$ cat config.mk
export PLATFORM = sky130hd
export DESIGN_NAME = errcal_top
export DESIGN_NICKNAME = d
export VERILOG_FILES = /design/src/rtl/errcal_pkg.sv /design/src/rtl/errcal_datapath.sv /design/src/rtl/errcal_fsm.sv /design/src/rtl/errcal_top.sv
export SDC_FILE = /design/constraint.sdc
export NUM_CORES = 1
export LEC_CHECK = 0
export ABC_AREA = 1
export BUFFER_PORTS_ARGS = -buffer_cell sky130_fd_sc_hd__buf_2
export CAP_MARGIN = 20
export CORE_AREA = 2 2 63 94
export CTS_CLUSTER_DIAMETER = 60
export DETAILED_ROUTE_END_ITERATION = 6
export DIE_AREA = 0 0 65 96
export GPL_ROUTABILITY_DRIVEN = 1
export PLACE_DENSITY_LB_ADDON = 0.12
export SYNTH_ARGS = -nofsm -noshare
export SYNTH_HDL_FRONTEND = slang
export SYNTH_SLANG_ARGS = --single-unit
$ cat constraint.sdc
create_clock -name clk -period 1.83 [get_ports clk]
set_input_delay 0.0915 -clock clk [delete_from_list [all_inputs] [get_ports clk]]
set_output_delay 0.0915 -clock clk [all_outputs]
set_load 0.02 [all_outputs]
$ cat src/rtl/errcal_pkg.sv
package errcal_pkg;
  // strobes from the control sequencer to the counting datapath
  typedef struct packed {
    logic runEn;    // capture and count queries (calibration active)
  } ctlStrb_t;
endpackage

$ cat src/rtl/errcal_datapath.sv
module errcal_datapath
  import errcal_pkg::*;
#(
  parameter int WIN   = 1024,
  parameter int CNT_W = 10
) (
  input  logic             clk,
  input  logic             rstN,
  input  ctlStrb_t         ctl,
  input  logic             queryStb,
  input  logic             parityErr,
  input  logic             parityRef,
  output logic             stepDone,
  output logic [CNT_W-1:0] stepCnt
);
  localparam int QW = (WIN > 1) ? $clog2(WIN) : 1;
  localparam logic [QW-1:0]    Q_LAST  = QW'(WIN - 1);
  localparam logic [CNT_W-1:0] CNT_MAX = '1;

  logic capErr, capRef, capVld;
  logic [CNT_W-1:0] errCnt, errNext;
  logic [QW-1:0] qCnt;
  logic mis, lastQ;

  // capture stage: one flop per parity bit
  always_ff @(posedge clk) begin
    if (!rstN) begin
      capErr <= 1'b0;
      capRef <= 1'b0;
      capVld <= 1'b0;
    end else begin
      capVld <= queryStb & ctl.runEn;
      if (queryStb && ctl.runEn) begin
        capErr <= parityErr;
        capRef <= parityRef;
      end
    end
  end

  assign mis   = capErr ^ capRef;
  assign lastQ = capVld && (qCnt == Q_LAST);

  always_comb begin
    errNext = errCnt;
    if (mis && (errCnt != CNT_MAX)) errNext = errCnt + CNT_W'(1);
  end

  // window counter and saturating mismatch counter
  always_ff @(posedge clk) begin
    if (!rstN) begin
      errCnt   <= '0;
      qCnt     <= '0;
      stepCnt  <= '0;
      stepDone <= 1'b0;
    end else begin
      stepDone <= 1'b0;
      if (capVld) begin
        if (lastQ) begin
          stepCnt  <= errNext;
          stepDone <= 1'b1;
          errCnt   <= '0;
          qCnt     <= '0;
        end else begin
          errCnt <= errNext;
          qCnt   <= qCnt + QW'(1);
        end
      end
    end
  end


  cntSat_chk: assert property (@(posedge clk) disable iff (!rstN)
    (capVld && !lastQ && errCnt == CNT_MAX) |=> (errCnt == CNT_MAX));


  cntStep_chk: assert property (@(posedge clk) disable iff (!rstN)
    (capVld && !lastQ && errCnt != CNT_MAX) |=>
      (errCnt == $past(errCnt) + CNT_W'($past(mis))));


  noCapture_chk: assert property (@(posedge clk) disable iff (!rstN)
    (!ctl.runEn) |=> !capVld);
endmodule

$ cat src/rtl/errcal_fsm.sv
module errcal_fsm
  import errcal_pkg::*;
#(
  parameter int CODE_W = 6,
  parameter int CNT_W  = 10
) (
  input  logic              clk,
  input  logic              rstN,
  input  logic              stepDone,
  input  logic [CNT_W-1:0]  stepCnt,
  input  logic [CNT_W-1:0]  targetCnt,
  output ctlStrb_t          ctl,
  output logic [CODE_W-1:0] ctrlCode,
  output logic              locked
);
  localparam int SW = $clog2(CODE_W + 1);
  localparam logic [SW-1:0] LAST_STEP = SW'(CODE_W);

  logic [SW-1:0] step;
  logic [CODE_W-1:0] curBit, newBit, codeNext;

  // curBit: bit judged at the end of this step; newBit: next trial bit
  always_comb begin
    curBit = '0;
    newBit = '0;
    for (int i = 0; i < CODE_W; i++) begin
      if (int'(step) == CODE_W - i)     curBit[i] = 1'b1;
      if (int'(step) == CODE_W - 1 - i) newBit[i] = 1'b1;
    end
    codeNext = ctrlCode | newBit;
    if (stepCnt < targetCnt) codeNext = codeNext & ~curBit;
  end

  always_ff @(posedge clk) begin
    if (!rstN) begin
      step     <= '0;
      ctrlCode <= '0;
      locked   <= 1'b0;
    end else if (stepDone && !locked) begin
      ctrlCode <= codeNext;
      if (step == LAST_STEP) locked <= 1'b1;
      else                   step   <= step + SW'(1);
    end
  end

  assign ctl.runEn = !locked;


  lockHold_chk: assert property (@(posedge clk) disable iff (!rstN)
    locked |=> (locked && $stable(ctrlCode)));


  lockStep_chk: assert property (@(posedge clk) disable iff (!rstN)
    locked |-> (step == LAST_STEP));


  msbTrial_chk: assert property (@(posedge clk) disable iff (!rstN)
    (stepDone && !locked && step == '0) |=>
      (ctrlCode == {1'b1, {(CODE_W-1){1'b0}}}));


  keepRule_chk: assert property (@(posedge clk) disable iff (!rstN)
    (stepDone && !locked && step != '0 && stepCnt >= targetCnt) |=>
      ((ctrlCode & $past(curBit)) != '0));
endmodule

$ cat src/rtl/errcal_top.sv
module errcal_top
  import errcal_pkg::*;
#(
  parameter int CODE_W = 6,
  parameter int WIN    = 1024,
  parameter int CNT_W  = 10
) (
  input  logic              clk,
  input  logic              rstN,
  input  logic              queryStb,
  input  logic              parityErr,
  input  logic              parityRef,
  input  logic [CNT_W-1:0]  targetCnt,
  output logic [CODE_W-1:0] ctrlCode,
  output logic              locked
);
  ctlStrb_t ctl;
  logic stepDone;
  logic [CNT_W-1:0] stepCnt;

  errcal_datapath #(.WIN(WIN), .CNT_W(CNT_W)) u_dp (
    .clk(clk), .rstN(rstN), .ctl(ctl), .queryStb(queryStb),
    .parityErr(parityErr), .parityRef(parityRef),
    .stepDone(stepDone), .stepCnt(stepCnt)
  );

  errcal_fsm #(.CODE_W(CODE_W), .CNT_W(CNT_W)) u_fsm (
    .clk(clk), .rstN(rstN), .stepDone(stepDone), .stepCnt(stepCnt),
    .targetCnt(targetCnt), .ctl(ctl), .ctrlCode(ctrlCode), .locked(locked)
  );
endmodule

## Yosys cells after proc, flatten, opt, wreduce, memory -nomap -nowiden

Cells that the tools add are included.

- Register bits: 44
- Bits in latches: 0
- Bits in writable memories: 0
- Memory bits (read-only): 0
- Input bits: 15
- Word-level logic and storage cells: 51
- Memories kept: 0

- Add/sub/neg operators: 3
- Multiply operators: 0
- Div/mod/pow operators: 0
- $lt $le $gt $ge: 1
- Equality and inequality tests: 9
- Shift operators: 0
- Multiplexer cells: 12
- Bitwise logic cells: 6
- Reductions and logical operators: 10

Operator list:

| kind | count |
|---|---|
| $mux 10 | 3 |
| $add 10x1->10 const B | 2 |
| $eq 3x3->1 const B | 5 |
| $eq 10x10->1 const B | 1 |
| $lt 10x10->1 | 1 |
| $ne 10x10->1 const B | 1 |
| $mux 1 | 8 |
| $reduce_and 2->1 | 4 |
| $and 6x6->6 | 1 |
| $eq 3x2->1 const B | 2 |
| $mux 6 | 1 |
| $not 6->6 | 1 |
| $or 6x6->6 | 1 |
| $logic_and 1x1->1 | 4 |
| $add 3x1->3 const B | 1 |
| $logic_not 3->1 | 1 |
| $and 1x1->1 | 1 |
| $logic_not 1->1 | 1 |
| $not 1->1 | 1 |
| $xor 1x1->1 | 1 |

## Longest topological paths before layout

- Depth in word-level cells: 5
- Depth in mapped cells: 10
- Gate-level depth less buffers: 10

## Cells and area by module

A second synthesis with hierarchy kept.

- Cells, all modules: 336
- Area total of the unflattened synthesis: 2409.8 um^2

By module, submodules not included:

| module | times used | cells an instance | area an instance (um^2) |
|---|---|---|---|
| errcal_datapath | 1 | 226 | 1642.8 |
| errcal_fsm | 1 | 110 | 767.0 |

## Worst setup path before layout

OpenSTA, ideal clock, no wires.

- Path kind: reg-to-reg
- From: reg u_dp.qCnt[0]
- To: reg u_dp.errCnt[6]
- Setup time: 131 ps
- Arrival time: 1310 ps
- Required time: 1699 ps
- Setup slack: 390 ps
- Cell stages (with the launch flop): 10
- Buffers on the path: 1
- Period minus slack after synthesis: 1440 ps
- Path through: dfxtp_1 > ha_1 > nand3_1 > nor2_2 > nand4_2 > nand2_1 > inv_1 > buf_6 > nand2_1 > a21oi_2

- Cells in the longest elaborated chain, start to end: 3

Ends and longest elaborated chain:

| element | RTL line | source |
|---|---|---|
| from (decl) | errcal_datapath.sv:22 | `logic [QW-1:0] qCnt;` |
| from (signal assigned) | errcal_datapath.sv:65 | `qCnt <= qCnt + QW'(1);` |
| $eq 10x10->1 | errcal_datapath.sv:41 | `assign lastQ = capVld && (qCnt == Q_LAST);` |
| $logic_and 1x1->1 | errcal_datapath.sv:41 |  |
| $mux 10 | errcal_datapath.sv:58 | `if (lastQ) begin` |
| to (signal assigned) | errcal_datapath.sv:64 | `errCnt <= errNext;` |
| to (decl) | errcal_datapath.sv:21 | `logic [CNT_W-1:0] errCnt, errNext;` |

Every way passes these cells.
A chain may end at the register's enable or synchronous reset.

## Final worst setup path

- From: reg u_dp.errCnt[0]
- To: reg u_dp.errCnt[5]

- Cells in the longest elaborated chain, start to end: 4
- Elaborated cells between the ends (all ways): 5
- Those cells by class: add/sub: 1; eq/ne: 1; mux: 2; reduce/logical: 1

Ends and longest elaborated chain:

| element | RTL line | source |
|---|---|---|
| parallel branches: the longest is 2 deep, another holds $add 10x1->10 | - |  |
| $mux 10 * | errcal_datapath.sv:45 | `if (mis && (errCnt != CNT_MAX)) errNext = errCnt + CNT_W'(1);` |
| $mux 10 * | errcal_datapath.sv:58 |  |

Every way passes the cells marked *.

==> reports/results.ini <==
[worst_setup_path]
critPathBufInv = 1
arrival_ns = 1.83
crit_top_cell = nand2_1
cp-start-kind = flop
worst-path-max-fanout = 11
cp_slowest_cell = dfxtp_1
crit_type = flop to flop
worstPathCellList = ha_1, nand2_2, nor2_4, nand3_4, nand2_4, inv_1, nand2_1, nand2_1, nand2_1, a21oi_1
critical-path-top-delay-family = simple AND/OR/NAND/NOR gates
required_ns = 2.01
cp-end-kind = flop
slowest_delay_ns = 0.40

[sta]
finalMaxSlewViolations = 0
max-slew-margin-rel = 0.756
fin_worst_skew_ns = 0.00327
worst_pin_slew_ns = 0.366
rsz0062_at_grt = false
fmax_mhz = 609
hold_violations = 0
setup_viol = 0
fin_setup_tns_ns = 0
period_minus_slack_ns = 1.64
fin_crit_sh = 0.898

[synth]
syn_inst = 331
synth-adder-area-share = 0.0849
synth-compound-area-share = 0.115
syn_avg_cell_area_um2 = 7.12
synth_top_family_by_area = simple AND/OR/NAND/NOR gates
synth_warnings = 0
synth-seq-area-share = 0.374
synth_cell_types = 32
synth_mux_area_frac = 0
syn_nets = 362
synth_area_um2 = 2360
synth_xor_area_frac = 0.0260
synth-simple-area-share = 0.307
synth_edf_count = 0
synthFlopType = dfxtp_1
synthArstFlopShare = 0
ys_ff_latch = 44

[final_layout]
drive_gt1_frac = 0.132
area_growth_pct = 10.5
antennaDiodeCount = 0
fin_nets = 385
fillCellCount = 567

[pwr]
total_power_uw = 1710
ir_drop_mv = 0.369
p_leak_uw = 0.00118
powerDensity_nw_per_um2 = 655

[global_route]
grt_max_degree = 17
antenna_found_initial = 0
grt_pass1_wl_mm = 7.97
grt_pass1_vias = 1930
grt_usage = 0.164
grt_overflow = 0

[clock_tree]
tritoncts = yes
cts_max_level = 2
cts_buffer_depth = 2
clkLatencyLatePin_ns = 0.29
cts.clk_slew.worst_paths_ns = 0.08
ctsResizeCount = 0
root_buffer = clkbuf_8
cts_sinks = 44
ctsHoldBuffers = 0
postCtsSetupBuffers = 0
numCtsBuffers = 5

[detailed_routing]
post_drt_wl_per_cell_um = 10.9
detail_route.iter0.violations = 50
postRouteWirelength_mm = 4.64
routed-via-count = 2002
drc_errors = 0
drt-vias-per-instance = 4.71
first_pass_iters = 4
final_antenna_net_count = 0

[hold_path]
hold_path.class = input port to flop

[floorplanning]
dieArea_um2 = 6240
die_w_um = 65
initial_core_util = 0.436
core-area_um2 = 5410
ios = 22
die_h_um = 96
rows = 33

[place]
place_congestion = 0.798
dpl.hpwl_mm = 3.60
io_buffers = 21

[outcome]
outcome = completed

[flow_run]
maxCapViolCount = 0

-- state kept, by name, indices dropped and copies added, names as in the netlist --
| name | cells |
|---|---|
| u_fsm.ctrlCode | 6 |
| u_dp.stepCnt | 10 |
| u_dp.errCnt | 10 |
| u_dp.capVld | 1 |
| u_dp.stepDone | 1 |
| u_dp.capRef | 1 |
| u_dp.capErr | 1 |
| u_fsm.locked | 1 |
| u_fsm.step | 3 |
| u_dp.qCnt | 10 |
-- per-layer routing --
metal  up-vias  routed length [um]  GRT usage
li1       1095                   -          -
met1       871                1960      0.167
met2        25                2440      0.321
met3        11                 108     0.0281
met4         0                 125     0.0709
met5         -                   0          0
-- placed cells by master (no fill, tap or decap) --
cell type | Yosys | layout
buf_2 | 1 | 21
clkinv_1 | 2 | 2
nor3_1 | 1 | 1
clkbuf_1 | 3 | 2
xnor2_1 | 4 | 4
o21a_1 | 1 | 1
nand4_1 | 4 | 4
o21bai_1 | 1 | 1
nor4b_1 | 1 | 1
a21oi_1 | 19 | 19
ha_1 | 16 | 16
a31oi_1 | 4 | 4
nand3_4 | 1 | 1
o21ai_2 | 3 | 3
o21ai_0 | 15 | 15
nor3b_1 | 1 | 1
nand2_4 | 1 | 1
nand2_1 | 101 | 101
xor2_1 | 3 | 3
nand2_2 | 2 | 2
nand4_2 | 1 | 1
dfxtp_1 | 44 | 44
clkbuf_8 | 0 | 6
nor2_4 | 3 | 3
nand3_1 | 20 | 20
a21oi_2 | 4 | 4
nor2_2 | 1 | 1
buf_4 | 1 | 2
nor2_1 | 28 | 28
inv_1 | 41 | 41
inv_2 | 2 | 2
-- worst register-to-register path, cell delays in order (launching register included) --
cell and delay (ns):
dfxtp_1 0.40, ha_1 0.22, nand2_2 0.09, nor2_4 0.17
nand3_4 0.13, nand2_4 0.15, inv_1 0.11, nand2_1 0.07
nand2_1 0.07, nand2_1 0.06, a21oi_1 0.07
-- kinds of logic (layout without fill, tap and decap cells) --
logic type               after synthesis  in the layout
adder cells (fa/ha/maj)               16             16
XOR/XNOR                               7              7
buffers and inverters                 52             76
flip-flops                            44             44
AO/OA/AOI/OAI                         47             47
AND/OR/NAND/NOR                      165            165
-- cells in the mapped netlist, types with 3 or more instances --
cell type,number,area share
a21oi_2,4,0.015
a31oi_1,4,0.011
inv_1,41,0.065
xor2_1,3,0.011
dfxtp_1,44,0.37
nand2_1,101,0.16
clkbuf_1,3,0.0048
o21ai_2,3,0.011
ha_1,16,0.085
nor2_1,28,0.045
xnor2_1,4,0.015
o21ai_0,15,0.032
nor2_4,3,0.014
nand3_1,20,0.042
nand4_1,4,0.011
a21oi_1,19,0.040
-- area by class of cell --
| type | count | area, um2 | share of cell area |
|---|---|---|---|
| Clock buffer | 8 | 90.1 | 0.0346 |
| Inverter | 45 | 169 | 0.0648 |
| Multi-Input combinational cell | 235 | 1260 | 0.483 |
| Sequential cell | 44 | 881 | 0.338 |
| Tap cell | 70 | 87.6 | 0.0336 |
| Timing Repair Buffer | 23 | 120 | 0.0461 |
-- final timing paths --
check / from / end / depth (start not counted) / slack [ns]
worst min register to register: u_dp.stepCnt[0] / u_dp.stepCnt[0] / 2 / 0.46
worst max register to register: u_dp.errCnt[0] / u_dp.errCnt[5] / 10 / 0.19
worst max-delay path: u_dp.errCnt[0] / u_dp.errCnt[5] / 10 / 0.19
worst min-delay path: parityErr / u_dp.capErr / 3 / 0.08
-- per-stage QoR --
step	cell area (um2)	std cells	hold WS, ns	utilization	setup slack (ns)
4_1_cts	2610	425	0.0712	0.482	0.159
5_1_grt	2610	425	0.0895	0.482	0.00696
3_3_place_gp	2510	417	0.392	0.465	0.174
6_report	2610	425	0.0777	0.482	0.187
3_5_place_dp	2510	417	0.385	0.465	0.173
2_1_floorplan	2360	331	0.230	-	0.390
-- power breakdown --
part | total (uW) | internal (uW) | switching [uW] | leakage (uW)
registers | 971 | 965 | 6.45 | 0.000355
clock network | 631 | 308 | 322 | 0.0000455
logic | 104 | 34.4 | 69.7 | 0.000783
total | 1710 | 1310 | 399 | 0.00118
Power figures use the tool's default switching activity.
